File: src/rtl/usb_stq_pkg.sv
package usb_stq_pkg;

    localparam int EP_W    = 4;
    localparam int RSVD_W  = 2;
    localparam int ENTRY_W = EP_W + 2 + RSVD_W;

    typedef struct packed {
        logic [EP_W-1:0]   ep;
        logic              dir;
        logic              odd;
        logic [RSVD_W-1:0] rsvd;
    } stq_entry_t;

endpackage

File: src/rtl/stq_store.sv
module stq_store
    import usb_stq_pkg::*;
#(
    parameter int DEPTH = 4,
    localparam int PTR_W = (DEPTH > 1) ? $clog2(DEPTH) : 1
) (
    input  logic             clk,
    input  logic             rst_n,
    input  logic             wr_en_i,
    input  logic [PTR_W-1:0] wr_ptr_i,
    input  stq_entry_t       wr_data_i,
    input  logic [PTR_W-1:0] rd_ptr_i,
    output stq_entry_t       rd_data_o
);

    stq_entry_t slot_d [DEPTH];
    stq_entry_t slot_q [DEPTH];

    for (genvar g = 0; g < DEPTH; g++) begin : g_slot
        always_comb begin
            slot_d[g] = slot_q[g];
            if (wr_en_i && (wr_ptr_i == PTR_W'(g))) begin
                slot_d[g] = wr_data_i;
            end
        end

        always_ff @(posedge clk or negedge rst_n) begin
            if (!rst_n) begin
                slot_q[g] <= '0;
            end else begin
                slot_q[g] <= slot_d[g];
            end
        end
    end

    assign rd_data_o = slot_q[rd_ptr_i];

endmodule

File: src/rtl/stq_ctrl.sv
module stq_ctrl #(
    parameter int DEPTH = 4,
    localparam int PTR_W = (DEPTH > 1) ? $clog2(DEPTH) : 1,
    localparam int CNT_W = $clog2(DEPTH + 1)
) (
    input  logic             clk,
    input  logic             rst_n,
    input  logic             push_i,
    input  logic             clr_i,
    input  logic             ovf_clr_i,
    output logic             wr_en_o,
    output logic [PTR_W-1:0] wr_ptr_o,
    output logic [PTR_W-1:0] rd_ptr_o,
    output logic [CNT_W-1:0] count_o,
    output logic             ovf_o
);

    typedef struct packed {
        logic [PTR_W-1:0] wr_ptr;
        logic [PTR_W-1:0] rd_ptr;
        logic [CNT_W-1:0] count;
        logic             ovf;
    } ctrl_state_t;

    ctrl_state_t st_d;
    ctrl_state_t st_q;

    logic pop;
    logic full;
    logic accept;

    function automatic logic [PTR_W-1:0] bump(input logic [PTR_W-1:0] p);
        return (p == PTR_W'(DEPTH - 1)) ? '0 : p + 1'b1;
    endfunction

    always_comb begin
        st_d   = st_q;
        pop    = clr_i && (st_q.count != '0);
        full   = (st_q.count == CNT_W'(DEPTH));
        accept = push_i && (!full || pop);

        if (accept) begin
            st_d.wr_ptr = bump(st_q.wr_ptr);
        end
        if (pop) begin
            st_d.rd_ptr = bump(st_q.rd_ptr);
        end
        case ({accept, pop})
            2'b10:   st_d.count = st_q.count + 1'b1;
            2'b01:   st_d.count = st_q.count - 1'b1;
            default: st_d.count = st_q.count;
        endcase

        if (push_i && !accept) begin
            st_d.ovf = 1'b1;
        end else if (ovf_clr_i) begin
            st_d.ovf = 1'b0;
        end
    end

    always_ff @(posedge clk or negedge rst_n) begin
        if (!rst_n) begin
            st_q <= '0;
        end else begin
            st_q <= st_d;
        end
    end

    assign wr_en_o  = accept;
    assign wr_ptr_o = st_q.wr_ptr;
    assign rd_ptr_o = st_q.rd_ptr;
    assign count_o  = st_q.count;
    assign ovf_o    = st_q.ovf;

endmodule

File: src/rtl/usb_xfer_status_queue.sv
module usb_xfer_status_queue
    import usb_stq_pkg::*;
#(
    parameter int DEPTH = 4,
    localparam int PTR_W = (DEPTH > 1) ? $clog2(DEPTH) : 1,
    localparam int CNT_W = $clog2(DEPTH + 1)
) (
    input  logic               clk,
    input  logic               rst_n,
    input  logic               push_i,
    input  logic [EP_W-1:0]    push_ep_i,
    input  logic               push_dir_i,
    input  logic               push_odd_i,
    input  logic               done_clr_i,
    input  logic               ovf_clr_i,
    output logic [ENTRY_W-1:0] status_o,
    output logic               done_o,
    output logic               ovf_o
);

    logic             wr_en;
    logic [PTR_W-1:0] wr_ptr;
    logic [PTR_W-1:0] rd_ptr;
    logic [CNT_W-1:0] occ;
    stq_entry_t       new_entry;
    stq_entry_t       head;

    always_comb begin
        new_entry      = '0;
        new_entry.ep   = push_ep_i;
        new_entry.dir  = push_dir_i;
        new_entry.odd  = push_odd_i;
        new_entry.rsvd = '0;
    end

    stq_ctrl #(.DEPTH(DEPTH)) u_ctrl (
        .clk       (clk),
        .rst_n     (rst_n),
        .push_i    (push_i),
        .clr_i     (done_clr_i),
        .ovf_clr_i (ovf_clr_i),
        .wr_en_o   (wr_en),
        .wr_ptr_o  (wr_ptr),
        .rd_ptr_o  (rd_ptr),
        .count_o   (occ),
        .ovf_o     (ovf_o)
    );

    stq_store #(.DEPTH(DEPTH)) u_store (
        .clk       (clk),
        .rst_n     (rst_n),
        .wr_en_i   (wr_en),
        .wr_ptr_i  (wr_ptr),
        .wr_data_i (new_entry),
        .rd_ptr_i  (rd_ptr),
        .rd_data_o (head)
    );

    assign done_o   = (occ != '0);
    assign status_o = done_o ? ENTRY_W'(head) : '0;

endmodule

File: config.mk
export PLATFORM = sky130hd
export DESIGN_NAME = usb_xfer_status_queue
export DESIGN_NICKNAME = d
export VERILOG_FILES = /design/src/rtl/usb_stq_pkg.sv /design/src/rtl/stq_store.sv /design/src/rtl/stq_ctrl.sv /design/src/rtl/usb_xfer_status_queue.sv
export SDC_FILE = /design/constraint.sdc
export NUM_CORES = 1
export LEC_CHECK = 0
export ABC_AREA = 1
export BUFFER_PORTS_ARGS = -buffer_cell sky130_fd_sc_hd__buf_4
export CORE_MARGIN = 1
export CORE_UTILIZATION = 45
export DETAILED_ROUTE_END_ITERATION = 8
export GPL_ROUTABILITY_DRIVEN = 0
export HOLD_SLACK_MARGIN = 0.08
export PLACE_DENSITY = 0.75
export SLEW_MARGIN = 20
export SYNTH_ARGS = -nofsm -noshare
export SYNTH_HDL_FRONTEND = slang
export SYNTH_SLANG_ARGS = --single-unit
File: constraint.sdc
create_clock -name clk -period 1.8 [get_ports clk]
set_input_delay 0.09 -clock clk [delete_from_list [all_inputs] [get_ports clk]]
set_output_delay 0.09 -clock clk [all_outputs]
set_load 0.01 [all_outputs]
==> reports/metrics.yaml, run 1 <==
layout:
  utilization_pct: 56.7
  fillers: 313
  diodes: 0
  nets: 234
  drive_above_1_share_pct: 16.5
  area_growth_pct: 20.2
drt:
  ant_nets: 0
  vias_per_cell: 4.92
  vias: 1299
  drc_errors: 0
  wl_per_cell_um: 11.7
  wl_um: 3080
  firstDrtPassIters: 4
  drt_iter0_drc: 70
synth:
  synth_warnings: 0
  yosys.area.top_type: "dfrtp_1"
  ys.flop_type: "dfrtp_1"
  synth-seq-area-share_pct: 50.8
  synth_top_area_share_pct: 50.8
  synth_area_um2: 1580
  synthTopCellsByArea: "dfrtp_1, o21ai_1, nand2_1"
  syn_inst: 190
  synth_edf_count: 0
  synth-seq-cells: 32
  synthArstFlopShare_pct: 100
  postSynthAreaPerCell_um2: 8.29
  synth_commonest_cells: "dfrtp_1, nand2_1, nor2_1"
  ys_types: 20
sta:
  final.setup.tns_ns: 0
  finalSetupViolations: 0
  rsz0062_at_grt: "no"
  maxSlewViolCount: 0
  finalHoldViolCount: 0
  fin_ws_ns: 0.131
  finalWorstPathRequiredPeriod_ns: 1.67
  finClkSkew_ns: 0.0130
  fmax_mhz: 599
  post-route-period-util_pct: 92.7
  whs_ns: 0.108
clock_network:
  cts_buffer_depth: 2
  cts_sinks: 32
  clk_pin_slew_ns: 0.10
  numCtsBuffers: 5
  cts_tree: "done"
  clkLatencyLatePin_ns: 0.33
  cts_root_buffer: "clkbuf_4"
  h-tree-depth: 2
global_route:
  use_met1_pct: 24.5
  busiest_layer: "met2"
  grt_pass1_wl_um: 5270
  grt_max_degree: 33
  grt.met2_usage_pct: 31.8
  met3_usage_pct: 5.88
  grt_util_all_layers_pct: 19.5
  antenna_found_initial: 0
  grt_pass1_vias: 1221
  grt.overflow.total: 0
power:
  p_per_area_nw_per_um2: 1740
  irDropWorstVdd_mv: 0.791
  p_leak_uw: 0.000946
  power.total_uw: 3300
run:
  drv_cap: 0
floorplan:
  core_um2: 3340
  start_util_pct: 47.2
  pin_count: 21
  die_w_um: 61.2
  die_y_um: 61.2
  fp.dieArea_um2: 3740
  placementRows: 21
hold_path:
  hp-class: "in2reg"
worst_setup_path:
  cp_data_arrival_time_ns: 1.58
  crit_path_start_kind: "register"
  crit_type: "reg2out"
  slowest_delay_ns: 0.42
  slowest_stage: "dfrtp_1"
  end_kind: "primary output"
  cp.required_ns: 1.71
  path_max_fanout: 6
  crit_chain: "nor2_2 > nand2_2 > inv_1 > a21oi_1 > buf_4"
placement:
  place_worst_setup_slack_ns: 0.246
  detailed_place_hpwl_um: 2100
  numPortBuffers: 18
status:
  outcome: "finished, final reports clean"
-- cells by family (layout without fill, tap and decap cells) --
family | count (synthesis) | in the layout | share of synthesized area [%]
other | 1 | 2 | 0.238
and+or+nand+nor | 74 | 74 | 19.5
AOI/OAI and AO/OA | 49 | 49 | 16.4
xor gates and xnor gates | 1 | 1 | 0.556
buffers and inverters | 27 | 54 | 7.31
adders and majority gates | 6 | 6 | 5.24
DFF | 32 | 32 | 50.8
-- critical path: cells and delay by family (launching register included) --
family	cells	cell delay [ns]
buffers and inverters	2	0.39
flip-flops	1	0.42
AO/OA/AOI/OAI	1	0.09
AND/OR/NAND/NOR	2	0.35
-- routing by layer --
layer | share of wire (%) | up-vias
li1 | - | 659
met1 | 43 | 603
met2 | 52 | 33
met3 | 3.9 | 4
met4 | 0.97 | 0
met5 | 0 | -
-- through the flow --
stage / instance area (um^2) / cells
after CTS: 1890 / 264
after global routing: 1890 / 264
final: 1890 / 264
after floorplan: 1580 / 191
after global placement: 1740 / 248
after detailed placement: 1740 / 248
-- layout make-up --
cell class	instances	area, um^2	share of cell area, %
Sequential cell	32	802	42.4
Multi-Input combinational cell	132	663	35.0
Timing Repair Buffer	27	223	11.8
Inverter	19	71.3	3.77
Tap cell	46	57.6	3.04
Clock buffer	6	41.3	2.18
Clock inverter	2	35.0	1.85
-- final timing paths --
kind                                                start                              to  slack (ns)  cells after the start
setup / recovery            u_ctrl.count_o[0]$_DFFE_PN0P_                     status_o[3]        0.13                      5
hold / removal                                     push_i        u_ctrl.ovf_o$_DFFE_PN0P_        0.11                      3
setup reg to reg            u_ctrl.count_o[0]$_DFFE_PN0P_   u_ctrl.count_o[1]$_DFFE_PN0P_        0.22                      7
hold reg to reg            u_store.slot_q[19]$_DFFE_PN0P_  u_store.slot_q[19]$_DFFE_PN0P_        0.49                      2
max in group asynchronous                           rst_n  u_ctrl.rd_ptr_o[1]$_DFFE_PN0P_        1.27                      2
min in group asynchronous                           rst_n  u_store.slot_q[22]$_DFFE_PN0P_        0.22                      2
-- power breakdown --
group | total (uW) | leakage [uW] | switching [uW] | internal (uW)
Sequential | 1260 | 0.000397 | 209 | 1050
Combinational | 1520 | 0.000507 | 875 | 641
Clock | 524 | 0.0000422 | 233 | 291
-- sequential cells by signal (all words and copies together), names as in the netlist --
signal           flops
u_ctrl.rd_ptr_o      2
u_ctrl.count_o       3
u_ctrl.ovf_o         1
u_store.slot_q      24
u_ctrl.wr_ptr_o      2
-- what timing repair did --
item                                    CTS  global route
resized for setup                         0             1
hold buffers                              8             0
setup buffers                             0             0
hold endpoints to repair                 55             0
endpoints found under the setup margin    0             3
-- placed cells by master, fill, tap and decap left out, drive strengths merged --
cell type and n:
o21ai 39, o22ai 1, nand3 5, bufinv 1
nor2 30, buf 19, dlygate4sd3 8, ha 5
inv 19, fa 1, clkbuf 6, a21oi 9
dfrtp 32, nand2 38, clkinv 1, conb 2
nand4 1, xor2 1
(Power assumes the default switching activity.)
==> run 2: changes to the inputs <==
ABC_AREA = unset   (was 1)
==> reports/metrics.yaml, run 2 <==
synth:
  synthTopCellsByArea: "dfrtp_1, mux2_2, mux4_2"
  synth_edf_count: 0  # unchanged
  postSynthAreaPerCell_um2: 13.1  # +58%
  ys.flop_type: "dfrtp_1"
  ys_types: 31  # +55%
  synthArstFlopShare_pct: 100  # unchanged
  synth_warnings: 0  # unchanged
  yosys.area.top_type: "dfrtp_1"
  yosysMostFrequentCell: "dfrtp_1"
  synth-seq-cells: 32  # unchanged
  synth_top_area_share_pct: 48.5  # -2.3 points
  syn_inst: 126  # -34%
  synth_commonest_cells: "dfrtp_1, mux2_2, nor2_1"
  synth-seq-area-share_pct: 48.5  # -2.3 points
  synth_area_um2: 1650  # +4.8%
power:
  irDropWorstVdd_mv: 1.02  # +29%
  p_leak_uw: 0.000979  # +3.5%
  p_per_area_nw_per_um2: 1880  # +7.9%
  internal_power_uw: 2790  # +40%
  p_switching_uw: 1290  # -1.9%
  seqPwrFrac_pct: 33.4  # -4.8 points
  power.total_uw: 4080  # +23%
  switching_share_pct: 31.7  # -8.2 points
  clkPwrFrac_pct: 13.1  # -2.8 points
  p_comb_share_pct: 53.4  # +7.5 points
drt:
  drt_iter0_drc: 46  # -34%
  vias_per_cell: 5.29  # +7.5%
  wl_per_cell_um: 15.6  # +34%
  wl_um: 3380  # +9.7%
  ant_nets: 0  # unchanged
  vias: 1148  # -12%
  drc_errors: 0  # unchanged
  firstDrtPassIters: 2  # -2
run:
  drv_cap: 0  # unchanged
sta:
  finalWorstPathRequiredPeriod_ns: 2.00  # +0.327 ns
  final.setup.tns_ns: -0.390  # -0.390 ns
  finalHoldViolCount: 0  # unchanged
  fmax_mhz: 501  # -16%
  whs_ns: 0.199  # +0.0911 ns
  finClkSkew_ns: 0.00754  # -0.00547 ns
  rsz0062_at_grt: "yes"
  fin_ws_ns: -0.196  # -0.327 ns
  post-route-period-util_pct: 111  # +18 points
  maxSlewViolCount: 0  # unchanged
  finalSetupViolations: 2  # +2
global_route:
  grt_max_degree: 33  # unchanged
  grt_util_all_layers_pct: 19.0  # -0.46 points
  grt_pass1_wl_um: 5460  # +3.7%
  grt_pass1_vias: 1220  # -0.082%
  grt.overflow.total: 0  # unchanged
  antenna_found_initial: 0  # unchanged
clock_network:
  clk_pin_slew_ns: 0.10  # about the same
  numCtsBuffers: 5  # unchanged
  clkLatencyLatePin_ns: 0.33  # about the same
  h-tree-depth: 2  # unchanged
  cts_sinks: 32  # unchanged
  cts_root_buffer: "clkbuf_4"
  cts_tree: "done"
  cts_buffer_depth: 2  # unchanged
worst_setup_path:
  slowest_stage: "or3b_4"
  crit_chain: "or3_4 > nand2_4 > or2_4 > fa_2 > or3b_4 > a32o_1 > a21o_1"
  reg2reg_to: "u_ctrl.count_o[2]$_DFFE_PN0P_"
  ff2ff_path_depth: 7  # unchanged
  crit_buf_inv: 0  # -2
  slowest_delay_ns: 0.38  # -0.04 ns
  path_max_fanout: 2  # -4
  reg2reg_from: "u_ctrl.count_o[2]$_DFFE_PN0P_"
  rrSetupSlack_ns: -0.20  # -0.42 ns
  crit_family: "simple AND/OR/NAND/NOR gates"
  cp.required_ns: 2.03  # +0.32 ns
  crit_path_start_kind: "register"
  crit_type: "reg2reg"
  end_kind: "register"
  cp_data_arrival_time_ns: 2.23  # +0.65 ns
floorplan:
  start_util_pct: 48.3  # +1.1 points
  die_y_um: 62.6  # +2.3%
  core_um2: 3420  # +2.4%
  die_w_um: 62.6  # +2.3%
  placementRows: 21  # unchanged
  pin_count: 21  # unchanged
  fp.dieArea_um2: 3910  # +4.6%
placement:
  numPortBuffers: 18  # unchanged
  dpl_cell_area_um2: 1920  # +10%
  detailed_place_hpwl_um: 2370  # +13%
layout:
  utilization_pct: 63.4  # +6.7 points
  area_growth_pct: 31.2
  stdcell_area_um2: 2170  # +14%
  largest_reg_flops: 24  # unchanged
  drive_above_1_share_pct: 53.8  # +37 points
  diodes: 0  # unchanged
  final_common_cell: "dfrtp_1"
  largest_register: "u_store.slot_q"
  nets: 187  # -20%
  mostFrequentLayoutCells: "dfrtp_1, buf_4, mux2_2, dlygate4sd3_1, nor2_1"
hold_path:
  hold_path_end: "u_ctrl.ovf_o$_DFFE_PN0P_"
  hp-class: "in2reg"
  holdPathStages: 4  # +1
  worstHoldStart: "push_i"
status:
  violations: "negative setup slack"
  outcome: "finished with violations"
==> run 2: metal layers <==
layer  track usage [%]  part of all wire, %  up-vias
li1                  -                    -      526
met1              19.8                   41      601
met2              34.2                   54       15
met3              7.48                  3.1        6
met4              6.98                  1.3        0
met5                 0                    0        -
==> run 2: worst max path at each step <==
stage | from | depth (start not counted) | slack (ns) | to
after CTS | u_ctrl.count_o[0]$_DFFE_PN0P_ | 7 | -0.20 | u_ctrl.count_o[1]$_DFFE_PN0P_
after floorplan | u_ctrl.count_o[1]$_DFFE_PN0P_ | 8 | -0.42 | u_ctrl.count_o[2]$_DFFE_PN0P_
after global routing | u_ctrl.count_o[1]$_DFFE_PN0P_ | 7 | -0.26 | u_ctrl.count_o[2]$_DFFE_PN0P_
after detailed placement | u_ctrl.count_o[2]$_DFFE_PN0P_ | 7 | -0.32 | u_ctrl.count_o[2]$_DFFE_PN0P_
final | u_ctrl.count_o[2]$_DFFE_PN0P_ | 7 | -0.20 | u_ctrl.count_o[2]$_DFFE_PN0P_
after global placement | u_ctrl.count_o[1]$_DFFE_PN0P_ | 7 | -0.22 | u_ctrl.count_o[2]$_DFFE_PN0P_
==> run 2: cell families after synthesis <==
kind of cell	synth area share (%)
muxes	27.3
DFF	48.5
and+or+nand+nor	10.1
buffers and inverters	3.79
AOI/OAI and AO/OA	4.02
adders and majority gates	5.00
xor gates and xnor gates	1.06
other	0.227
==> run 2: stage by stage <==
stage / std cells / worst slack (ns)
after floorplan: 127 / -0.422
after CTS: 218 / -0.202
after global placement: 197 / -0.223
after detailed placement: 197 / -0.318
after global routing: 217 / -0.260
final: 217 / -0.196
==> run 2: final cells by class <==
cell class | count | area [um^2]
well taps | 46 | 57.6
flip-flops and latches | 32 | 802
inverters | 6 | 22.5
fillers | 274 | 1250
clock inverters | 3 | 42.5
clock buffers | 5 | 37.5
multi-input cells | 82 | 838
repair buffers | 43 | 365
==> run 2: repair_timing <==
action,CTS,global route
hold endpoints to repair,57,0
gates resized for setup,12,6
pin swaps,11,3
endpoints found under the setup margin,8,23
buffers inserted,5,0
hold buffers,8,0
==> run 2: worst min-delay path, stage by stage <==
cell and delay [ns]:
buf_4 0.09, buf_4 0.19, nand2_1 0.06, o21ai_0 0.07
==> run 2: power groups by stage <==
stage               Clock, uW  Sequential, uW  Combinational [uW]
floorplan                   0            1260                1270
CTS                       555            1360                2140
detailed placement          0            1370                1830
global placement            0            1330                1730
finish                    536            1360                2180
global route              583            1420                2350
==> run 3: changes to the inputs <==
CORE_ASPECT_RATIO = 1.75   (was unset)
clock period = 2 ns   (was 1.8 ns; I/O delays follow)
==> reports/metrics.yaml, run 3 (synthesis results as in run 2) <==
worst_setup_path:
  path_max_fanout: 3  # +1
  crit_family: "simple AND/OR/NAND/NOR gates"
  crit_chain: "or3_4 > nand2_4 > or2_4 > fa_2 > or3b_4 > a32o_1 > a21o_1"
  crit_path_start_kind: "register"
  end_kind: "register"
  cp.required_ns: 2.18  # +0.15 ns
  rrSetupSlack_ns: -0.05  # +0.15 ns
  crit_type: "reg2reg"
  crit_buf_inv: 0  # unchanged
  cp_data_arrival_time_ns: 2.22  # about the same
  slowest_stage: "or3b_4"
  slowest_delay_ns: 0.40  # +0.02 ns
global_route:
  grt_pass1_wl_um: 5080  # -7.1%
  grt_util_all_layers_pct: 19.3  # +0.23 points
  antenna_found_initial: 0  # unchanged
  grt_max_degree: 33  # unchanged
  grt_pass1_vias: 1144  # -6.2%
  grt.overflow.total: 0  # unchanged
floorplan:
  die_y_um: 82.1  # +31%
  fp.dieArea_um2: 3920  # +0.24%
  core_um2: 3430  # +0.51%
  pin_count: 21  # unchanged
  start_util_pct: 48.1  # -0.25 points
  die_w_um: 47.8  # -24%
  placementRows: 28  # +33%
sta:
  finClkSkew_ns: 0.00752  # -0.0000249 ns
  rsz0062_at_grt: "yes"
  finalHoldViolCount: 0  # unchanged
  finalWorstPathRequiredPeriod_ns: 2.05  # +0.0529 ns
  finalSetupViolations: 2  # unchanged
  fmax_mhz: 488  # -2.6%
  fin_ws_ns: -0.0489  # +0.147 ns
  final.setup.tns_ns: -0.0896  # +0.300 ns
  post-route-period-util_pct: 102  # -8.4 points
  maxSlewViolCount: 0  # unchanged
drt:
  vias: 1135  # -1.1%
  vias_per_cell: 5.30  # +0.25%
  drc_errors: 0  # unchanged
  wl_met2_um: 1820  # -1.1%
  drt_iter0_drc: 31  # -33%
  routed-wl-met3_um: 87  # -17%
  firstDrtPassIters: 4  # +2
  wl_um: 3300  # -2.4%
  wl_per_cell_um: 15.4  # -1.0%
  met1Wirelength_um: 1310  # -5.9%
  ant_nets: 0  # unchanged
  dr.max_layer_used: "met4"
layout:
  diodes: 0  # unchanged
  area_growth_pct: 28.4
  register_area_um2: 802  # unchanged
  multi_input_area_um2: 817  # -2.5%
  largest_register: "u_store.slot_q"
  final_common_cell: "buf_4"
  fillers: 292  # +6.6%
  nets: 185  # -1.1%
  drive_above_1_share_pct: 49.1  # -4.7 points
  mostFrequentLayoutCells: "buf_4, dfrtp_1, mux2_2, nor2_1, dlygate4sd3_1"
  largest_reg_flops: 24  # unchanged
clock_network:
  cts_root_buffer: "clkbuf_8"
  numCtsBuffers: 5  # unchanged
  clkLatencyLatePin_ns: 0.28  # -0.05 ns
  cts_tree: "done"
  cts_sinks: 32  # unchanged
  clk_pin_slew_ns: 0.07  # -0.03 ns
  h-tree-depth: 2  # unchanged
  cts_buffer_depth: 2  # unchanged
status:
  violations: "negative setup slack"
  outcome: "finished with violations"
placement:
  detailed_place_hpwl_um: 2320  # -2.3%
  place_worst_setup_slack_ns: -0.102  # +0.216 ns
  numPortBuffers: 18  # unchanged
power:
  p_per_area_nw_per_um2: 1640  # -13%
  irDropWorstVdd_mv: 0.956  # -6.1%
  p_leak_uw: 0.000957  # -2.2%
run:
  drv_cap: 0  # unchanged
hold_path:
  hp-class: "in2reg"
==> run 3: changes by cell type in the layout (fill, tap and decap cells not counted), moves of 4 or more <==
cell | before | now
buf_4 | 29 | 33
buf_6 | 6 | 0
clkbuf_8 | 0 | 6
and2_4 | 6 | 0
and2_1 | 0 | 6
clkbuf_4 | 5 | 0
==> run 3: per-stage QoR <==
stage | std cells | util [%] | hold WS, ns | area (um^2) | power, uW
4_1_cts | 214 | 61.6 | 0.236 | 2110 | 3500
6_report | 214 | 61.7 | 0.243 | 2120 | 3470
3_5_place_dp | 193 | 55.1 | 0.0621 | 1890 | 2850
2_1_floorplan | 127 | - | -0.196 | 1680 | 2280
3_3_place_gp | 193 | 55.1 | 0.0450 | 1890 | 2730
5_1_grt | 214 | 61.7 | 0.267 | 2120 | 3720
==> run 3: layer usage <==
metal,GRT usage (%),vias up
met4,10.8,0
met2,32.6,28
met5,0,-
met3,5.00,8
met1,20.6,578
li1,-,521
==> run 3: path summary, 6_finish.rpt <==
check	endpoint	cells after the start	start
worst max register to register	u_ctrl.count_o[2]$_DFFE_PN0P_	7	u_ctrl.count_o[1]$_DFFE_PN0P_
max in group asynchronous	u_ctrl.rd_ptr_o[0]$_DFFE_PN0P_	2	rst_n
worst min-delay path	u_ctrl.ovf_o$_DFFE_PN0P_	4	done_clr_i
min in group asynchronous	u_store.slot_q[18]$_DFFE_PN0P_	2	rst_n
worst min register to register	u_store.slot_q[13]$_DFFE_PN0P_	1	u_store.slot_q[13]$_DFFE_PN0P_
worst max-delay path	u_ctrl.count_o[2]$_DFFE_PN0P_	7	u_ctrl.count_o[1]$_DFFE_PN0P_
==> run 3: power breakdown <==
part / total [uW] / internal, uW / switching, uW / leakage, uW
combinational: 1750 / 1100 / 652 / 0.000526
sequential: 1220 / 980 / 241 / 0.000380
clock: 500 / 274 / 226 / 0.0000510
==> run 3: repair_timing <==
action / CTS / global route
buffers inserted: 5 / 0
resized for setup: 2 / 2
hold buffers: 8 / 0
setup endpoints to repair: 2 / 5
endpoints found under the hold margin: 53 / 0
pin swaps: 5 / 1
==> run 3: final cells by class <==
type / count / area share [%]
Sequential cell: 32 / 37.9
Clock inverter: 2 / 0.473
Timing Repair Buffer: 41 / 15.5
Clock buffer: 6 / 3.90
Inverter: 6 / 1.06
Multi-Input combinational cell: 82 / 38.6
Tap cell: 45 / 2.66
==> run 3: worst register-to-register path: stages, from the launching register on <==
cell,delay (ns)
dfrtp_1,0.38
or3_4,0.16
nand2_4,0.04
or2_4,0.23
fa_2,0.36
or3b_4,0.40
a32o_1,0.23
a21o_1,0.15
